**config.mk**
```make
export PLATFORM = sky130hd
export DESIGN_NAME = seek_attn_tracker
export DESIGN_NICKNAME = d
export VERILOG_FILES = /design/src/rtl/sat_pkg.sv /design/src/rtl/sat_hold_timer.sv /design/src/rtl/sat_unit.sv /design/src/rtl/sat_irq_merge.sv /design/src/rtl/seek_attn_tracker.sv
export SDC_FILE = /design/constraint.sdc
export NUM_CORES = 1
export LEC_CHECK = 0
export BUFFER_PORTS_ARGS = -buffer_cell sky130_fd_sc_hd__buf_2
export CORE_MARGIN = 2
export CORE_UTILIZATION = 58
export DETAILED_ROUTE_END_ITERATION = 8
export GPL_TIMING_DRIVEN = 0
export PLACE_DENSITY = 0.76
export SLEW_MARGIN = 20
export SYNTH_ARGS = -nofsm -noshare
export SYNTH_HDL_FRONTEND = slang
export SYNTH_SLANG_ARGS = --single-unit
```
**constraint.sdc**
```tcl
create_clock -name clk -period 7.4 [get_ports clk]
set_clock_uncertainty 0.1 [all_clocks]
set_input_delay 0.37 -clock clk [delete_from_list [all_inputs] [get_ports clk]]
set_output_delay 0.37 -clock clk [all_outputs]
set_load 0.01 [all_outputs]
```
**src/rtl/sat_pkg.sv**
```systemverilog
package sat_pkg;

  typedef enum logic [1:0] {
    ST_IDLE = 2'd0,
    ST_MOVE = 2'd1,
    ST_DONE = 2'd2,
    ST_FAIL = 2'd3
  } unit_state_e;

  // Motion is needed for every recalibrate, and for a seek whose target
  // differs from the present cylinder.
  function automatic logic needs_motion(input logic recal,
                                        input logic [15:0] cur,
                                        input logic [15:0] tgt);
    return recal || (cur != tgt);
  endfunction

  // Cylinder a command moves the heads to.
  function automatic logic [15:0] goal_cyl(input logic recal,
                                           input logic [15:0] tgt);
    return recal ? 16'd0 : tgt;
  endfunction

endpackage

```
**src/rtl/sat_hold_timer.sv**
```systemverilog
module sat_hold_timer #(
  parameter int HOLD_CYC = 200
) (
  input  logic clk,
  input  logic rst_n,
  input  logic load,
  output logic busy
);
  localparam int HW = $clog2(HOLD_CYC + 1);
  localparam logic [HW-1:0] HOLD_INIT = HW'(HOLD_CYC);

  logic [HW-1:0] cnt;

  always_ff @(posedge clk or negedge rst_n) begin
    if (!rst_n)            cnt <= '0;
    else if (load)         cnt <= HOLD_INIT;
    else if (cnt != '0)    cnt <= cnt - 1'b1;
  end

  assign busy = (cnt != '0);

  p_hold_count_down_r7: assert property (@(posedge clk) disable iff (!rst_n)
    (busy && !load) |=> (cnt == $past(cnt) - 1'b1));
endmodule

```
**src/rtl/sat_unit.sv**
```systemverilog
module sat_unit
  import sat_pkg::*;
#(
  parameter int CYL_W       = 8,
  parameter int TIMEOUT_CYC = 5_000_000
) (
  input  logic             clk,
  input  logic             rst_n,
  input  logic             start,
  input  logic             start_recal,
  input  logic [CYL_W-1:0] start_cyl,
  input  logic             arrive,
  input  logic             ack,
  output logic             attn,
  output logic             ready,
  output logic             seek_inc,
  output logic             moving,
  output logic             pend,
  output logic [CYL_W-1:0] cyl
);
  localparam int TW = $clog2(TIMEOUT_CYC + 1);
  localparam logic [TW-1:0] TMO_LAST = TW'(TIMEOUT_CYC - 1);

  unit_state_e     state;
  logic [TW-1:0]   tmo_cnt;
  logic [CYL_W-1:0] tgt;
  logic            recal_r;

  logic start_move, start_short, ev_arrive, ev_timeout;

  assign start_move  = start && needs_motion(start_recal, 16'(cyl), 16'(start_cyl));
  assign start_short = start && !start_move;
  assign moving      = (state == ST_MOVE);
  assign ev_arrive   = moving && arrive;
  assign ev_timeout  = moving && !arrive && (tmo_cnt == TMO_LAST);

  always_ff @(posedge clk or negedge rst_n) begin
    if (!rst_n) begin
      state    <= ST_IDLE;
      tmo_cnt  <= '0;
      tgt      <= '0;
      recal_r  <= 1'b0;
      attn     <= 1'b1;
      ready    <= 1'b1;
      seek_inc <= 1'b0;
      cyl      <= '0;
    end else if (start_move) begin
      state   <= ST_MOVE;
      tmo_cnt <= '0;
      tgt     <= CYL_W'(goal_cyl(start_recal, 16'(start_cyl)));
      recal_r <= start_recal;
      attn    <= 1'b0;
      ready   <= 1'b0;
    end else if (start_short) begin
      state <= ST_DONE;
      ready <= 1'b1;
    end else if (ev_arrive) begin
      state <= ST_DONE;
      cyl   <= tgt;
      attn  <= 1'b1;
      ready <= 1'b1;
      if (recal_r) seek_inc <= 1'b0;
    end else if (ev_timeout) begin
      state    <= ST_FAIL;
      attn     <= 1'b1;
      ready    <= 1'b0;
      seek_inc <= 1'b1;
    end else if (moving) begin
      tmo_cnt <= tmo_cnt + 1'b1;
    end
  end

  always_ff @(posedge clk or negedge rst_n) begin
    if (!rst_n)                        pend <= 1'b0;
    else if (ev_arrive || ev_timeout)  pend <= 1'b1;
    else if (ack)                      pend <= 1'b0;
  end

  p_move_lines_low_r2: assert property (@(posedge clk) disable iff (!rst_n)
    moving |-> (!attn && !ready));

  p_short_keeps_attn_r3: assert property (@(posedge clk) disable iff (!rst_n)
    (start && !start_recal && start_cyl == cyl && attn) |=> (attn && $stable(cyl) && !moving));

  p_arrive_sets_lines_r4: assert property (@(posedge clk) disable iff (!rst_n)
    ev_arrive |=> (attn && ready && pend && !moving));

  p_timeout_bound_r5: assert property (@(posedge clk) disable iff (!rst_n)
    moving |-> (tmo_cnt < TW'(TIMEOUT_CYC)));

  p_timeout_fails_r5: assert property (@(posedge clk) disable iff (!rst_n)
    ev_timeout |=> (seek_inc && attn && !ready && state == ST_FAIL && $stable(cyl)));

  p_recal_home_r6: assert property (@(posedge clk) disable iff (!rst_n)
    (ev_arrive && recal_r) |=> (cyl == '0 && !seek_inc));

  p_stray_arrive_r11: assert property (@(posedge clk) disable iff (!rst_n)
    (arrive && !moving && !start) |=> $stable(cyl));
endmodule

```
**src/rtl/sat_irq_merge.sv**
```systemverilog
module sat_irq_merge #(
  parameter int UNITS = 4
) (
  input  logic [UNITS-1:0] pend,
  input  logic [UNITS-1:0] seek_inc,
  input  logic             attn_mask,
  input  logic             err_mask,
  output logic             attn_irq,
  output logic             err_irq
);
  assign attn_irq = (|pend) && !attn_mask;
  assign err_irq  = (|seek_inc) && !err_mask;
endmodule

```
**src/rtl/seek_attn_tracker.sv**
```systemverilog
module seek_attn_tracker
  import sat_pkg::*;
#(
  parameter int UNITS       = 4,
  parameter int CYL_W       = 8,
  parameter int TIMEOUT_CYC = 5_000_000,
  parameter int HOLD_CYC    = 200,
  localparam int UNIT_W     = (UNITS > 1) ? $clog2(UNITS) : 1
) (
  input  logic                   clk,
  input  logic                   rst_n,
  input  logic                   cmd_valid,
  input  logic                   cmd_recal,
  input  logic [UNIT_W-1:0]      cmd_unit,
  input  logic [CYL_W-1:0]       cmd_cyl,
  input  logic [UNITS-1:0]       arrive,
  input  logic [UNITS-1:0]       attn_ack,
  input  logic                   attn_mask,
  input  logic                   err_mask,
  output logic [UNITS-1:0]       attn,
  output logic [UNITS-1:0]       ready,
  output logic [UNITS-1:0]       seek_inc,
  output logic [UNITS-1:0]       seeking,
  output logic [UNITS*CYL_W-1:0] unit_cyl,
  output logic                   hold_busy,
  output logic                   attn_irq,
  output logic                   err_irq
);
  logic             target_free;
  logic             accept;
  logic [UNITS-1:0] start_vec;
  logic [UNITS-1:0] pend;

  // Addressed unit exists and is not in motion.
  always_comb begin
    target_free = 1'b0;
    for (int u = 0; u < UNITS; u++)
      if (cmd_unit == UNIT_W'(u)) target_free = !seeking[u];
  end

  assign accept = cmd_valid && !hold_busy && target_free;

  sat_hold_timer #(.HOLD_CYC(HOLD_CYC)) u_hold (
    .clk(clk), .rst_n(rst_n), .load(accept), .busy(hold_busy)
  );

  for (genvar u = 0; u < UNITS; u++) begin : g_unit
    assign start_vec[u] = accept && (cmd_unit == UNIT_W'(u));

    sat_unit #(.CYL_W(CYL_W), .TIMEOUT_CYC(TIMEOUT_CYC)) u_unit (
      .clk(clk), .rst_n(rst_n),
      .start(start_vec[u]), .start_recal(cmd_recal), .start_cyl(cmd_cyl),
      .arrive(arrive[u]), .ack(attn_ack[u]),
      .attn(attn[u]), .ready(ready[u]), .seek_inc(seek_inc[u]),
      .moving(seeking[u]), .pend(pend[u]),
      .cyl(unit_cyl[u*CYL_W +: CYL_W])
    );
  end

  sat_irq_merge #(.UNITS(UNITS)) u_irq (
    .pend(pend), .seek_inc(seek_inc),
    .attn_mask(attn_mask), .err_mask(err_mask),
    .attn_irq(attn_irq), .err_irq(err_irq)
  );

  p_accept_starts_hold_r7: assert property (@(posedge clk) disable iff (!rst_n)
    accept |=> hold_busy);

  p_one_start_r8: assert property (@(posedge clk) disable iff (!rst_n)
    $onehot0(start_vec));

  p_busy_unit_untouched_r9: assert property (@(posedge clk) disable iff (!rst_n)
    (|(start_vec & seeking)) == 1'b0);
endmodule

```
==> After elaboration in Yosys (flattened, before gate mapping) <==
Cells that the tools add are included.
{ "op_classes": {"n_mux": 91, "n_eq_ne": 31, "bitwise": 8, "add_sub_neg": 5, "reduce_logical": 92} }
{ "op_table": {"columns": ["cell", "n"], "rows": [
  ["$mux W23", 20],
  ["$add A23 B1 Y23 const B", 4],
  ["$eq A23 B23 Y1 const B", 4],
  ["$mux W1", 52],
  ["$mux W2", 16],
  ["$ne A2 B1 Y1 const B", 16],
  ["$ne A8 B8 Y1", 4],
  ["$reduce_and A4 Y1", 8],
  ["$logic_and A1 B1 Y1", 28],
  ["$reduce_bool A2 Y1", 13],
  ["$mux W8", 3],
  ["$reduce_bool A4 Y1", 4],
  ["$logic_not A1 Y1", 15],
  ["$reduce_and A3 Y1", 4],
  ["$reduce_bool A3 Y1", 4],
  ["$eq A2 B1 Y1 const B", 5],
  ["$logic_or A1 B1 Y1", 8],
  ["$not A1 Y1", 8],
  ["$reduce_and A2 Y1", 4],
  ["$reduce_bool A8 Y1", 1],
  ["$reduce_or A4 Y1", 2],
  ["$sub A8 B1 Y8 const B", 1],
  ["$eq A2 B2 Y1 const B", 2],
  ["$logic_not A2 Y1", 1]
]} }
{ "totals": {"register_bits": 192, "in_bits": 24} }

==> Longest topological paths before layout <==
{ "logic_depth": {"depth_word": 13, "mapped_depth": 11} }

==> By module <==
Synthesis repeated with hierarchy kept, for this count alone.
{ "hier_totals": {"cells_unflattened": 1014, "area_unflattened_um2": 10033.4} }
{ "by_module_without_submodules": {"columns": ["module", "area_per_inst_um2", "seq_area_each_um2", "instances", "cells_each"], "rows": [
  ["sat_unit (g_unit[0].u_unit ...)", 2386.0, 1153.6, 3, 243],
  ["sat_unit (g_unit[3].u_unit)", 2307.2, 1153.6, 1, 224],
  ["sat_hold_timer", 473.0, 200.2, 1, 48],
  ["seek_attn_tracker", 75.1, 0.0, 1, 9],
  ["sat_irq_merge", 20.0, 0.0, 1, 4]
]} }

==> Worst setup path before layout <==
No wires, ideal clock.
{ "synth_timing": {"path_type": "register to register", "startpoint": "register u_hold.cnt[4]", "endpoint": "register g_unit[3].u_unit.tgt[3]", "path_slack_ps": 4967, "path_buffers": 2, "path_stages_with_launch": 9, "arrival_ps": 2208, "cell_sequence": "dfrtp_1 or4_4 nor3_4 nand2_2 nor3_2 and2_1 buf_6 buf_12 mux2_4"} }
{ "synth_via": {"elab_chain_len": 6} }
{ "synth_lines": {"columns": ["element", "line_no", "rtl"], "rows": [
  ["start, declared", "sat_hold_timer.sv:12", "logic [HW-1:0] cnt;"],
  ["start signal, assigned", "sat_hold_timer.sv:17", "else if (cnt != '0) cnt <= cnt - 1'b1;"],
  ["$reduce_bool A8 Y1", "sat_hold_timer.sv:20", "assign busy = (cnt != '0);"],
  ["$logic_not A1 Y1", "seek_attn_tracker.sv:41", "assign accept = cmd_valid && !hold_busy && target_free;"],
  ["$logic_and A1 B1 Y1 (2 in a row)", "seek_attn_tracker.sv:41", null],
  ["$logic_and A1 B1 Y1", "seek_attn_tracker.sv:48", "assign start_vec[u] = accept && (cmd_unit == UNIT_W'(u));"],
  ["$logic_and A1 B1 Y1", "sat_unit.sv:31", "assign start_move = start && needs_motion(start_recal, 16'(cyl), 16'(start_cyl));"],
  ["end signal, assigned", "sat_unit.sv:50", "tgt <= CYL_W'(goal_cyl(start_recal, 16'(start_cyl)));"],
  ["end, declared", "sat_unit.sv:26", "logic [CYL_W-1:0] tgt;"]
]} }
Every way passes these cells.
A chain may end at the register's enable or synchronous reset.

==> Worst setup path in the final report <==
{ "layout_timing": {"startpoint": "register u_hold.cnt[4]", "endpoint": "register g_unit[1].u_unit.tgt[6]"} }
{ "layout_via": {"elab_chain_len": 6} }
{ "layout_lines": {"columns": ["element", "line_no"], "rows": [
  ["$reduce_bool A8 Y1", "sat_hold_timer.sv:20"],
  ["$logic_not A1 Y1", "seek_attn_tracker.sv:41"],
  ["$logic_and A1 B1 Y1 (2 in a row)", "seek_attn_tracker.sv:41"],
  ["$logic_and A1 B1 Y1", "seek_attn_tracker.sv:48"],
  ["$logic_and A1 B1 Y1", "sat_unit.sv:31"],
  ["end signal, assigned", "sat_unit.sv:50"],
  ["end, declared", "sat_unit.sv:26"]
]} }
Every way passes these cells.

==> results.md <==
- After clock tree synthesis, the clock-pin slew on the worst setup and hold paths is 0.07 ns.
- The power density relative to cell area is 187 nW/um^2.
- The total negative slack is 0 ns.
- The die height is 132 um.
- The highest ir drop seen on vdd is 0.000173 V.
- The root buffer cell chosen for the clock tree is sky130_fd_sc_hd__clkbuf_16.
- The DRC violation count after routing is 0.
- The leading area contributor after synthesis is sky130_fd_sc_hd__dfrtp_1.
- The number of distinct library cells after synthesis is 66.
- The repair_antennas step left the layout with diodes totalling 0.
- The number of non-filler instances in the completed layout is 1267.
- The class of the most critical setup path is register to register.
- The final layout contains routed wiring with a total length of ~20000 um.
- The clock passes through at most 2 buffers.
- The endpoint class of the critical path is a register.
- The data required time at the worst endpoint is 7.61 ns.
- The proportion of synthesized flip-flops having asynchronous set or reset is 100%.
- Setup repair after global routing left no endpoint under its margin.
- The remaining number of nets flagged by the antenna check after routing is 0.
- The first detailed-routing pass took 5 iterations.
- The met3 wire length is 1090 um.
- The post-route netlist has between 15 and 20% of its cells at a drive strength greater than 1.
- The number of global-route vias before repair came to 6883.
- The number of antenna violations at the first check in global routing is 0.
- The cell area after technology mapping is 9490 um^2.
- Derived from the worst setup path, the maximum achievable clock frequency is 342 MHz.
- The count of endpoints failing setup in the final report is 0.
- Headroom to the max-slew limit came out at 48.7%.
- The routed via count divided by cell count is 5.51.
- Traced cell by cell, the critical path runs through or4_4 > nor3_4 > nand3_1 > a31oi_4 > buf_4 > mux2_1.
- Compared with the post-synthesis result, the final layout area differs by 13.2%.
- Detailed placement finished with a half-perimeter wire length of 14000 um.
- The clock tree from TritonCTS is yes.
- The standard cell area after detailed placement is 10200 um^2.
- At the pin with the least slew margin, the transition time is 0.761 ns.
- The number of I/O port buffers is 65.
- The worst hold path class is primary input to register.
- The number of enable flip-flop cells after synthesis is 0.
- The tool flagged a number of max-cap violations equal to 0.
- The number of rows created at floorplan is 46.
- Once layout is complete, the utilization of the core stands at approximately two thirds.
- The weighted congestion at the end of routability-driven global placement is 0.851.
- The launching element type of the critical path is a register.
- The number of placed instances with taps included is approximately 1200.
- When the netlist entered floorplanning its net count stood at 981.
- The final hold violation count is 0.
- The average wire per cell in the routed design is roughly 16 um.
- The most instantiated flip-flop cell in the synthesis netlist is sky130_fd_sc_hd__dfrtp_1.
- CTS saw 192 sinks.
- Counting instances in the post-synthesis netlist gives the leading cell types as sky130_fd_sc_hd__dfrtp_1 (184), sky130_fd_sc_hd__nand2_1 (130), sky130_fd_sc_hd__nor2_1 (106), sky130_fd_sc_hd__xor2_1 (68), sky130_fd_sc_hd__xnor2_1 (43).
- The finished cells cover 10700 um^2.
- The top fanout value on the critical path is 10.
- The floorplan die area is 17400 um^2.
- The number of gates given a new drive strength after cts is 0.
- The average instance in the mapped netlist occupies roughly 10 um^2.
- At the placement stage, the worst setup path has a slack of 4.45 ns.
- Sequential cells were found to cover 50.8% of the synthesized design area.
- TritonCTS created 17 clock buffers.
- The number of flip-flops and latches in the synthesized netlist is 192.
- The highest layer touched by signal routing is met4.
- The number of vias after detailed routing is 6980.
- By area the synthesized netlist is led by sky130_fd_sc_hd__dfrtp_1 (49%), sky130_fd_sc_hd__xor2_1 (6.3%), sky130_fd_sc_hd__nand2_1 (5.1%).
- The initial utilization of the core area, before any placement, comes to 59.5%.
- The final critical-path share of the clock period is 39.6%.
- The die is 132 um wide.
- In this run, the number of DRC markers left after iteration 0 of detailed routing was 374.
- Clock latency on the worst-skew pair, taken at its later pin, is 0.43 ns.
- The number of setup buffers added after CTS is 0.
- The quantity of hold-fixing buffers added after cts is 1.
- The top cell type by area accounts for 48.5% of the synthesized area.
- The net count of the finished layout is 1068.
- The leakage power figure is 5.15 nW.
- Entering global routing, the biggest net connects 82 pins.
- The final-report max-slew violation count is 0.
- The final period demand of the worst path is 2.93 ns.
- The core area is approximately 16000 um^2.
- The I/O pin total is 75.
- The first-pass GRT wire length is 34100 um.
- The number of standard cells after synthesis is around 950.
- Once routing completed, OpenROAD measured the worst setup slack at about 4.5 ns.
- The library cell contributing the largest single delay on the critical path is sky130_fd_sc_hd__or4_4.
- The run finished with clean final reports.
- Data arrives at the worst endpoint at between 3 and 4 ns.
- The sum of met2 wire segment lengths after detailed routing is around 9400 um.
- For this run, the number of Yosys warnings is 0.
- The overall track demand over capacity in global routing is 24.4%.
- For this run the aggregate overflow at the end of global routing stands at 0.
- The met1 wire length is 9400 um.
- The most common cell in the synthesized netlist is sky130_fd_sc_hd__dfrtp_1.
- The number of H-tree levels is 4.
- The maximum cell stage delay along the critical path is between 0.5 and 0.6 ns.
[logic make-up after synthesis]
logic type / Yosys count / synth area share (%)
simple gates: 444 / 23.6
xor+xnor: 111 / 10.2
compound gates: 78 / 5.24
mux: 38 / 4.77
buf+inv: 82 / 4.60
fa+ha+maj: 6 / 0.791
flops: 192 / 50.8
[through the flow]
step | total power, mW | hold slack, ns
after global placement | 1.13 | 0.343
after CTS | 2.03 | 0.0309
after global routing | 2.08 | 0.0433
after detailed placement | 1.13 | 0.182
after floorplan | 1.09 | -0.0256
final | 2.01 | 0.0486
[final cells by class]
type	instances	area, um^2
multi-input combinational	677	4240
buffer	55	335
sequential	192	4810
clock buffer	20	437
clock inverter	12	136
inverter	27	101
fill	1257	5200
tap	216	270
timing repair buffer	68	400
[sequential cells by signal (all words and copies together) (netlist names)]
name                    count
g_unit.u_unit.tmo_cnt      92
g_unit.u_unit.cyl          32
g_unit.u_unit.tgt          32
g_unit.u_unit.state         8
u_hold.cnt                  8
g_unit.u_unit.attn          4
g_unit.u_unit.pend          4
g_unit.u_unit.ready         4
g_unit.u_unit.recal_r       4
g_unit.u_unit.seek_inc      4
[per-layer routing]
layer / vias to the layer above / track usage, %
met5: - / 0
met4: 0 / 7.37
met3: 23 / 5.73
met2: 154 / 38.3
met1: 3405 / 34.2
li1: 3398 / -
[placed cells by master (no fill, tap or decap), types with 18 or more instances in the layout]
cell                       Yosys  routed
sky130_fd_sc_hd__inv_1        26      26
sky130_fd_sc_hd__nand2_1     130     130
sky130_fd_sc_hd__buf_2         6      70
sky130_fd_sc_hd__nor2_1      106     106
sky130_fd_sc_hd__nand2b_1     18      18
sky130_fd_sc_hd__nand4_1      35      35
sky130_fd_sc_hd__clkbuf_1     24      27
sky130_fd_sc_hd__o21ai_0      22      22
sky130_fd_sc_hd__buf_4        20      20
sky130_fd_sc_hd__xnor2_1      43      43
sky130_fd_sc_hd__mux2_2       29      29
sky130_fd_sc_hd__dfrtp_1     184     184
sky130_fd_sc_hd__nand3_1      40      40
sky130_fd_sc_hd__xor2_1       68      68
[worst paths after layout]
check                                               from                      endpoint  slack (ns)  cells past startpoint
worst max-delay path                       u_hold.cnt[4]       g_unit[1].u_unit.tgt[6]        4.47                      6
worst min-delay path                         attn_ack[3]         g_unit[3].u_unit.pend        0.05                      2
worst max register to register             u_hold.cnt[4]       g_unit[1].u_unit.tgt[6]        4.47                      6
worst min register to register  g_unit[0].u_unit.recal_r     g_unit[0].u_unit.seek_inc        0.36                      1
max in group asynchronous                          rst_n         g_unit[3].u_unit.attn        5.82                      4
min in group asynchronous                          rst_n  g_unit[0].u_unit.tmo_cnt[16]        0.31                      2
[where the power goes]
group	leakage (nW)	internal (mW)	total [mW]	switching (mW)
sequential	2.59	1.05	1.05	0.00145
clock	0.271	0.500	0.902	0.402
combinational	2.29	0.0181	0.0589	0.0408
total	5.15	1.57	2.01	0.444
[worst max-delay path, delay by kind of cell, from the launching register on]
family | cells | cell delay [ns]
AND/OR/NAND/NOR | 3 | 1.22
AO/OA/AOI/OAI | 1 | 0.44
flip-flops | 1 | 0.42
multiplexers | 1 | 0.34
buffers and inverters | 1 | 0.29
(Power assumes the default switching activity.)
